### config.mk
export PLATFORM = sky130hd
export DESIGN_NAME = intc_rotpri
export DESIGN_NICKNAME = d
export VERILOG_FILES = /design/src/rtl/intc_pkg.sv /design/src/rtl/intc_src_cell.sv /design/src/rtl/intc_pick.sv /design/src/rtl/intc_rotpri.sv
export SDC_FILE = /design/constraint.sdc
export NUM_CORES = 2
export LEC_CHECK = 0
export ABC_AREA = 1
export BUFFER_PORTS_ARGS = -buffer_cell sky130_fd_sc_hd__buf_2
export CORE_UTILIZATION = 50
export CTS_CLUSTER_DIAMETER = 120
export DETAILED_ROUTE_END_ITERATION = 10
export GPL_TIMING_DRIVEN = 0
export HOLD_SLACK_MARGIN = 0.15
export PLACE_DENSITY = 0.66
export REMOVE_ABC_BUFFERS = 1
export SLEW_MARGIN = 20
export SYNTH_ARGS = -nofsm -noshare
export SYNTH_HDL_FRONTEND = slang
export SYNTH_SLANG_ARGS = --single-unit
export TNS_END_PERCENT = 1
### constraint.sdc
create_clock -name clk -period 11.33 [get_ports clk]
set_input_delay 0.5665 -clock clk [delete_from_list [all_inputs] [get_ports clk]]
set_output_delay 0.5665 -clock clk [all_outputs]
set_load 0.02 [all_outputs]
### src/rtl/intc_pkg.sv
package intc_pkg;
  localparam int CTL_EN_BIT   = 3;
  localparam int CTL_RISE_BIT = 5;
  localparam int CTL_FALL_BIT = 6;
  localparam int PRI_ROT_BIT  = 6;
  localparam logic [2:0] ROUTE_NORM = 3'd0;
  localparam logic [2:0] ROUTE_FAST = 3'd1;
  localparam logic [7:0] ADR_PRI_NORM = 8'h20;
  localparam logic [7:0] ADR_PRI_FAST = 8'h24;
  localparam logic [7:0] ADR_STAT_LO  = 8'h80;
  localparam logic [7:0] ADR_STAT_HI  = 8'h84;
  localparam logic [1:0] CTL_REGION   = 2'b01;
endpackage

### src/rtl/intc_src_cell.sv
module intc_src_cell
  import intc_pkg::*;
(
  input  logic       clk,
  input  logic       rst,
  input  logic       raw_in,
  input  logic       ctl_we,
  input  logic [7:0] ctl_wdata,
  input  logic       clr,
  output logic [7:0] ctl_q,
  output logic       stat_q,
  output logic       req_norm,
  output logic       req_fast
);
  logic s1, s2, s2_d;
  logic en, rise_m, fall_m, edge_m, edge_hit;

  always_ff @(posedge clk) begin
    if (rst) begin
      s1 <= 1'b0; s2 <= 1'b0; s2_d <= 1'b0;
    end else begin
      s1 <= raw_in; s2 <= s1; s2_d <= s2;
    end
  end

  always_ff @(posedge clk) begin
    if (rst) ctl_q <= '0;
    else if (ctl_we) ctl_q <= ctl_wdata;
  end

  assign en       = ctl_q[CTL_EN_BIT];
  assign rise_m   = ctl_q[CTL_RISE_BIT];
  assign fall_m   = ctl_q[CTL_FALL_BIT];
  assign edge_m   = rise_m | fall_m;
  assign edge_hit = en & ((rise_m & s2 & ~s2_d) | (fall_m & ~s2 & s2_d));

  always_ff @(posedge clk) begin
    if (rst)          stat_q <= 1'b0;
    else if (!edge_m) stat_q <= s2 & en;
    else              stat_q <= edge_hit | (stat_q & ~clr);
  end

  assign req_norm = stat_q & en & (ctl_q[2:0] == ROUTE_NORM);
  assign req_fast = stat_q & en & (ctl_q[2:0] == ROUTE_FAST);

  p_edge_hold_r4: assert property (@(posedge clk) disable iff (rst)
    (edge_m && stat_q && !clr && !ctl_we) |=> stat_q);
  p_level_follow_r3: assert property (@(posedge clk) disable iff (rst)
    (!edge_m && en && !ctl_we) |=> (stat_q == $past(s2)));
  p_hidden_r6: assert property (@(posedge clk) disable iff (rst)
    (!en || ctl_q[2:1] != 2'b00) |-> (!req_norm && !req_fast));
endmodule

### src/rtl/intc_pick.sv
module intc_pick #(
  parameter int N     = 64,
  localparam int IW   = $clog2(N)
) (
  input  logic          clk,
  input  logic          rst,
  input  logic [N-1:0]  req,
  input  logic          rotate,
  input  logic [IW-1:0] last,
  output logic          any,
  output logic [IW-1:0] win
);
  logic [IW-1:0] start;
  assign start = rotate ? IW'(last + 1'b1) : '0;

  always_comb begin
    any = 1'b0;
    win = '1;
    for (int i = 0; i < N; i++) begin
      if (!any && req[IW'(start + IW'(i))]) begin
        any = 1'b1;
        win = IW'(start + IW'(i));
      end
    end
  end

  p_win_pending_r8: assert property (@(posedge clk) disable iff (rst)
    any |-> req[win]);
  p_idle_63_r8: assert property (@(posedge clk) disable iff (rst)
    !any |-> (win == IW'(N - 1)));
  p_fixed_lowest_r8: assert property (@(posedge clk) disable iff (rst)
    (any && !rotate) |-> ((req & ((N'(1) << win) - N'(1))) == '0));
endmodule

### src/rtl/intc_rotpri.sv
module intc_rotpri
  import intc_pkg::*;
#(
  parameter int NUM_SRC = 64,
  localparam int IW     = $clog2(NUM_SRC),
  localparam int NWORD  = NUM_SRC / 32
) (
  input  logic               clk,
  input  logic               rst,
  input  logic [NUM_SRC-1:0] src_in,
  input  logic               bus_wr,
  input  logic               bus_rd,
  input  logic [7:0]         bus_addr,
  input  logic [31:0]        bus_wdata,
  output logic [31:0]        bus_rdata,
  output logic               irq_o,
  output logic               fiq_o
);
  logic [7:0]         ctl [NUM_SRC];
  logic [NUM_SRC-1:0] stat, req_n, req_f, clr_vec;
  logic               ctl_sel;
  logic               rot_n, rot_f;
  logic [IW-1:0]      last_n, last_f, win_n, win_f;
  logic               any_n, any_f, ack_n, ack_f;

  assign ctl_sel = bus_addr[7:6] == CTL_REGION;

  always_comb begin
    clr_vec = '0;
    if (bus_wr) begin
      if (bus_addr == ADR_STAT_LO) clr_vec[31:0] = bus_wdata;
      if (bus_addr == ADR_STAT_HI) clr_vec[NUM_SRC-1:32] = bus_wdata[NUM_SRC-33:0];
    end
  end

  for (genvar g = 0; g < NUM_SRC; g++) begin : g_src
    intc_src_cell u_cell (
      .clk      (clk),
      .rst      (rst),
      .raw_in   (src_in[g]),
      .ctl_we   (bus_wr && ctl_sel && bus_addr[5:0] == 6'(g)),
      .ctl_wdata(bus_wdata[7:0]),
      .clr      (clr_vec[g]),
      .ctl_q    (ctl[g]),
      .stat_q   (stat[g]),
      .req_norm (req_n[g]),
      .req_fast (req_f[g])
    );
  end

  intc_pick #(.N(NUM_SRC)) u_pick_n (
    .clk(clk), .rst(rst), .req(req_n), .rotate(rot_n), .last(last_n),
    .any(any_n), .win(win_n));
  intc_pick #(.N(NUM_SRC)) u_pick_f (
    .clk(clk), .rst(rst), .req(req_f), .rotate(rot_f), .last(last_f),
    .any(any_f), .win(win_f));

  assign ack_n = any_n && clr_vec[win_n];
  assign ack_f = any_f && clr_vec[win_f];

  always_ff @(posedge clk) begin
    if (rst) begin
      rot_n  <= 1'b0;
      rot_f  <= 1'b0;
      last_n <= '1;
      last_f <= '1;
      irq_o  <= 1'b0;
      fiq_o  <= 1'b0;
    end else begin
      if (bus_wr && bus_addr == ADR_PRI_NORM) rot_n <= bus_wdata[PRI_ROT_BIT];
      if (bus_wr && bus_addr == ADR_PRI_FAST) rot_f <= bus_wdata[PRI_ROT_BIT];
      if (ack_n) last_n <= win_n;
      if (ack_f) last_f <= win_f;
      irq_o <= any_n;
      fiq_o <= any_f;
    end
  end

  always_ff @(posedge clk) begin
    if (rst) bus_rdata <= '0;
    else if (bus_rd) begin
      bus_rdata <= '0;
      if (bus_addr == ADR_PRI_NORM)
        bus_rdata <= 32'({rot_n, 6'(win_n)});
      else if (bus_addr == ADR_PRI_FAST)
        bus_rdata <= 32'({rot_f, 6'(win_f)});
      else if (ctl_sel)
        bus_rdata <= {24'd0, ctl[bus_addr[5:0]]};
      else
        for (int w = 0; w < NWORD; w++)
          if (bus_addr == ADR_STAT_LO + 8'(4 * w)) bus_rdata <= stat[w*32 +: 32];
    end
  end

  p_rst_quiet_r1: assert property (@(posedge clk) $past(rst) |-> (!irq_o && !fiq_o));
  p_ack_ptr_r9: assert property (@(posedge clk) disable iff (rst)
    ack_n |=> (last_n == $past(win_n)));
  p_norm_out_r7: assert property (@(posedge clk) disable iff (rst)
    (req_n == '0) |=> !irq_o);
  p_fast_out_r7: assert property (@(posedge clk) disable iff (rst)
    (req_f == '0) |=> !fiq_o);
endmodule

Word-level counts from Yosys, hierarchy flattened
Cells that the tools add are included.

Register bits: 816. Bits of input ports: 108. Output and inout bits: 34. Logic and storage cells: 2722.

Add/sub/neg operators: 128. $lt $le $gt $ge: 131. Equal/unequal tests: 132. Multiplexer cells: 593. Bitwise gates (word level): 1025. Reduce and logical (&&, ||, !) cells: 386.

Operators with widths (number): 6-bit by 7-bit less-than comparator with 1-bit output (second input constant) (130); 1-bit binary-select mux with 6-bit select (130); 6-bit 2-to-1 mux (130); 1-bit AND (640); 6-bit adder (second input constant) (64); 1-bit 2-to-1 mux (322); 32-bit 2-to-1 mux (7); 1-bit logical AND (195); 6-bit by 5-bit adder with 6-bit output (second input constant) (32); 3-bit by 1-bit == test with 1-bit output (second input constant) (64); 6-bit == test (second input constant) (32); 3-bit zero test (64); 1-bit inverter (192); 1-bit bitwise OR (192); 1-bit zero test (126); 6-bit by 4-bit adder with 6-bit output (second input constant) (16); 6-bit by 5-bit == test with 1-bit output (second input constant) (16); 64-bit 2-to-1 mux (1); 6-bit by 3-bit adder with 6-bit output (second input constant) (8); 8-bit binary-select mux with 6-bit select (1); 6-bit by 4-bit == test with 1-bit output (second input constant) (8); 6-bit by 1-bit adder with 6-bit output (second input constant) (4); 6-bit by 2-bit adder with 6-bit output (second input constant) (4); 6-bit by 3-bit == test with 1-bit output (second input constant) (4); 9 further kinds (13).

Depth between registers and ports, before layout
Word-level depth: 197. Depth in mapped cells: 73. Gate-level depth less buffers: 69.

Modules after synthesis
From an unflattened synthesis, not the netlist that was laid out.

Cells, all modules: 9678. Area, all modules: 59334.4 um^2.

By module, submodules not included: intc_src_cell (times used 64, cells each 58, area each 466.7 um^2); intc_pick (u_pick_f) (times used 1, cells each 2226, area each 10662.7 um^2); intc_pick (u_pick_n) (times used 1, cells each 2200, area each 10343.7 um^2); intc_rotpri (times used 1, cells each 1540, area each 8459.4 um^2).

Worst setup path before layout
Ideal clock, no wire load.

Path type: register -> register. From: register last_f[0]. To: register last_f[5]. Setup time: 0.134 ns. Arrival: 7.753 ns. Path slack: 3.443 ns. Stages on the path, launching flop included: 63. Path buffers: 5. Period minus slack after synthesis: 7.887 ns. Path through: dfxtp_1 > ha_1 > inv_1 > nand2_1 > nand3_2 > inv_2 > clkbuf_1 > buf_1 > ha_1 > buf_4 > inv_1 > o21ai_1 > inv_1 > nand2_1 > nand2_2 > inv_2 > buf_4 > nand3_1 > [... 27 more ...] > nand4_1 > nor2_1 > nand4_1 > nor2_2 > nand4_2 > nor2_4 > nand4_2 > nand3_2 > nand2_4 > buf_2 > o211ai_1 > nand3_1 > nand3_1 > nand3_1 > nand3_2 > nand3_4 > nand2_1 > nand3_1.

Word-level cells in the longest chain between the ends: 197. Elaborated cells on any way between the ends: 450.

RTL lines: start: declaration (line intc_rotpri.sv:23) `logic [IW-1:0] last_n, last_f, win_n, win_f;`; start signal: assignment (line intc_rotpri.sv:73) `if (ack_f) last_f <= win_f;`; 6-bit by 1-bit adder with 6-bit output * (line intc_pick.sv:14) `assign start = rotate ? IW'(last + 1'b1) : '0;`; 6-bit 2-to-1 mux * (line intc_pick.sv:14); branches (longest 195 deep; another with 6-bit by 1-bit adder with 6-bit output).

Every way passes the cells marked *. The select of a mux whose other input is x is not followed. A chain may end at the register's enable or synchronous reset.

Worst setup path after layout
From: register last_n[2]. To: register last_n[5].

Word-level cells in the longest chain between the ends: 197. Elaborated cells on any way between the ends: 450.

RTL lines: start: declaration (line intc_rotpri.sv:23); start signal: assignment (line intc_rotpri.sv:72) `if (ack_n) last_n <= win_n;`; 6-bit by 1-bit adder with 6-bit output * (line intc_pick.sv:14); 6-bit 2-to-1 mux * (line intc_pick.sv:14); branches (longest 195 deep; another with 6-bit by 1-bit adder with 6-bit output).

Marked as above.

==> metrics <==
Critical Path Source Type=register; #FFs+latches synth=816; Die ar.=0.1102 sq mm; total power=5.832 mW; critical path data required time=11830 ps; Initial DRT Pass Iterations=10; Worst Skew=22.95 ps; Most common cell on crit path=nand4_1; vias in the first global route=57750; Horiz. Die Dim=331.9 microns; P_leak=25.10 nW; root buffer cell=clkbuf_16; routability cong.=1.150; Async SR Flop Fraction=0%; total clock sinks=816; Worst path slowest cell=ha_1; DR vias/cell=6.562; WL final=279500 microns; Final Net Count=8767; Place WS=-2203 ps; Die H=331.9 microns; Crit Path Max Fanout=26; FF-to-FF setup slack=160 ps; post-synth cell types=66; Mapped Area=0.05442 sq mm; Buf/Inv on CP=4; layout cells sized above 1=7.823%; status=finished clean; total core area=0.1075 sq mm; GR Util All Layers=47.70%; adder-cell area share of the yosys netlist=0.8506%; post-route cell area=0.06055 sq mm; largest net degree at the start of global routing=165; crit path DAT=11670 ps; area growth from synthesis to layout=11.26%; Routed WL per cell=27.70 microns; Setup WS post-layout=162.3 ps; Rel. slew slack=14.87%; PwrDens=96.31 mW/mm^2; Mapped Cells=8724; CP endpoint kind=register; Initial Util=50.63%; Worst Max-Slew Pin Slew=1273 ps; Post-synth EDFFs=0; initial antenna violation count=13; Max stage delay on crit path=980 ps; dpl hpwl=201700 microns; simple-gate area share of the yosys netlist=36.67%; # IOs=142; min cycle time layout=11170 ps; syn_area_per_cell=6.239 sq um; Synth Warn #=0; DRC errors left=0; CTS tree=built; clock-pin slew on the worst setup and hold paths=70 ps; multiplexer share of the synthesized area=0.08046%; DP Area=0.05629 sq mm; I/O Buffers=141; row count=120; register area share after synthesis=30.02%; top_reg_cell synth=dfxtp_1; Layout Utilization=56.33%; Max-Cap Viols=0; TNS Setup=0 ps; GRT Residual Overflow=0; fmax=89.54 MHz; final hold vios=0; period utilization=98.57%; DR vias=66210; DRT iter0 DRCs=10940; count of pins over their slew limit=0; Synth Area in Compound Gates=19.95%; XOR/XNOR Fraction of Synth Area=2.140%; VDD IR-drop max=160.6 uV; WS Path Type=register to register; Hold Path Class=input port to register; clock buffer count from CTS=76; clk buf depth=3; Largest delay share family, worst path=simple AND/OR/NAND/NOR gates; largest family of logic cells by synthesized area=simple AND/OR/NAND/NOR gates; count of final setup violators=0; Final ANT Viol Nets=0; worst-skew pair later-pin latency=640 ps; first-pass GRT wire length=392100 microns; H-tree depth=3
## metrics by stage
| step | hold WS (ps) | instances |
|---|---|---|
| CTS | 152.4 | 10030 |
| finish | 159.1 | 10090 |
| floorplan | 388.3 | 8229 |
| global placement | 388.9 | 9773 |
| global route | 172.9 | 10080 |
| detailed placement | 393.3 | 9823 |
## tightest hold or removal path, delay by kind of cell
family / cells / cell delay, ps
buffers and inverters: 2 / 150
and+or+nand+nor: 1 / 30
## power breakdown
group          leakage (nW)  switching [mW]  total [mW]  internal [mW]
Clock                  1.20            1.15        2.58           1.43
Sequential             6.61          0.0172        2.92           2.90
Combinational          17.3           0.249       0.336         0.0868
## final cells by class
| class | instances | area, sq um |
|---|---|---|
| multi-input cells | 6504 | 33440 |
| inverters | 921 | 3620 |
| repair inverters | 3 | 23.77 |
| repair buffers | 300 | 2920 |
| diodes | 8 | 20.02 |
| clock buffers | 109 | 2210 |
| fillers | 10640 | 46950 |
| flip-flops and latches | 816 | 16340 |
| clock inverters | 26 | 224.0 |
| well taps | 1403 | 1755 |
## worst paths after layout
kind / startpoint / endpoint / cells past startpoint
worst max-delay path: last_n[2] / last_n[5] / 46
worst min-delay path: src_in[29] / g_src[29].u_cell.s1 / 3
worst max register to register: last_n[2] / last_n[5] / 46
worst min register to register: g_src[5].u_cell.s1 / g_src[5].u_cell.s2 / 2
## Yosys cell counts (13+ instances only)
| master | number | area share (%) |
|---|---|---|
| a21oi_1 | 727 | 6.7 |
| a22oi_1 | 101 | 1.4 |
| a31oi_1 | 109 | 1.3 |
| buf_1 | 31 | 0.21 |
| buf_2 | 53 | 0.49 |
| buf_4 | 19 | 0.26 |
| buf_6 | 16 | 0.33 |
| clkbuf_1 | 374 | 2.6 |
| dfxtp_1 | 816 | 30 |
| ha_1 | 37 | 0.85 |
| inv_1 | 870 | 6.0 |
| inv_2 | 40 | 0.28 |
| nand2_1 | 1289 | 8.9 |
| nand2_2 | 13 | 0.15 |
| nand3_1 | 1449 | 13 |
| nand3_2 | 14 | 0.26 |
| nand3b_1 | 21 | 0.29 |
| nand4_1 | 234 | 2.7 |
| nand4_2 | 18 | 0.41 |
| nor2_1 | 1162 | 8.0 |
| nor2_2 | 23 | 0.26 |
| nor3_1 | 97 | 0.89 |
| nor4_1 | 32 | 0.37 |
| o211ai_1 | 21 | 0.29 |
| o21a_1 | 69 | 0.95 |
| o21ai_0 | 643 | 5.9 |
| o21ai_1 | 43 | 0.40 |
| o221ai_1 | 29 | 0.47 |
| o22ai_1 | 61 | 0.70 |
| o311ai_0 | 32 | 0.51 |
| o31ai_1 | 32 | 0.44 |
| or3_1 | 18 | 0.21 |
| xnor2_1 | 36 | 0.58 |
| xor2_1 | 48 | 0.77 |
| xor2_2 | 14 | 0.42 |
## placed cells by master (no fill, tap or decap), types with 21 or more instances in the layout
cell type,instances
nand3b_1,21
dlygate4sd3_1,60
nor2_2,67
inv_2,35
inv_1,848
buf_16,29
o311ai_0,32
o31ai_1,32
xor2_1,41
a31oi_1,109
buf_2,138
nand3_1,1442
a22oi_1,101
o21ai_1,42
nor4_1,30
xnor2_1,32
buf_4,47
o22ai_1,61
ha_1,27
a21oi_1,727
clkbuf_16,79
dfxtp_1,812
nand2_1,1275
nor2_1,1110
o21ai_0,642
nand4_1,234
o21a_1,69
nor3_1,95
o211ai_1,21
o221ai_1,29
## timing repair
action,in CTS,in global routing
gates cloned,6,9
setup buffers,9,40
hold endpoints to repair,60,0
endpoints found under the setup margin,18,12
resized for setup,55,52
hold buffers,60,0
pin swaps,5,18
## per-layer routing
layer  global-route usage, %  vias to the layer above  share of wire, %
met2                   68.93                     5074                40
li1                        -                    29490                 -
met5                       0                        -             0.024
met1                   60.48                    30440                37
met4                   36.35                       10               9.5
met3                   12.61                     1194                13
## registers in the layout (all words and copies together), names as in the netlist, 6 cells and up
name / flops
last_f: 6
g_src.u_cell.s2_d: 64
g_src.u_cell.ctl_q: 512
g_src.u_cell.s2: 64
g_src.u_cell.stat_q: 64
last_n: 6
bus_rdata: 32
g_src.u_cell.s1: 64
## logic make-up after synthesis
family                   count (synthesis)
AND/OR/NAND/NOR                       4415
multiplexers                             4
buffers and inverters                 1416
XOR/XNOR                               109
flip-flops                             816
AO/OA/AOI/OAI                         1927
adder cells (fa/ha/maj)                 37
Power figures use the tool's default switching activity.
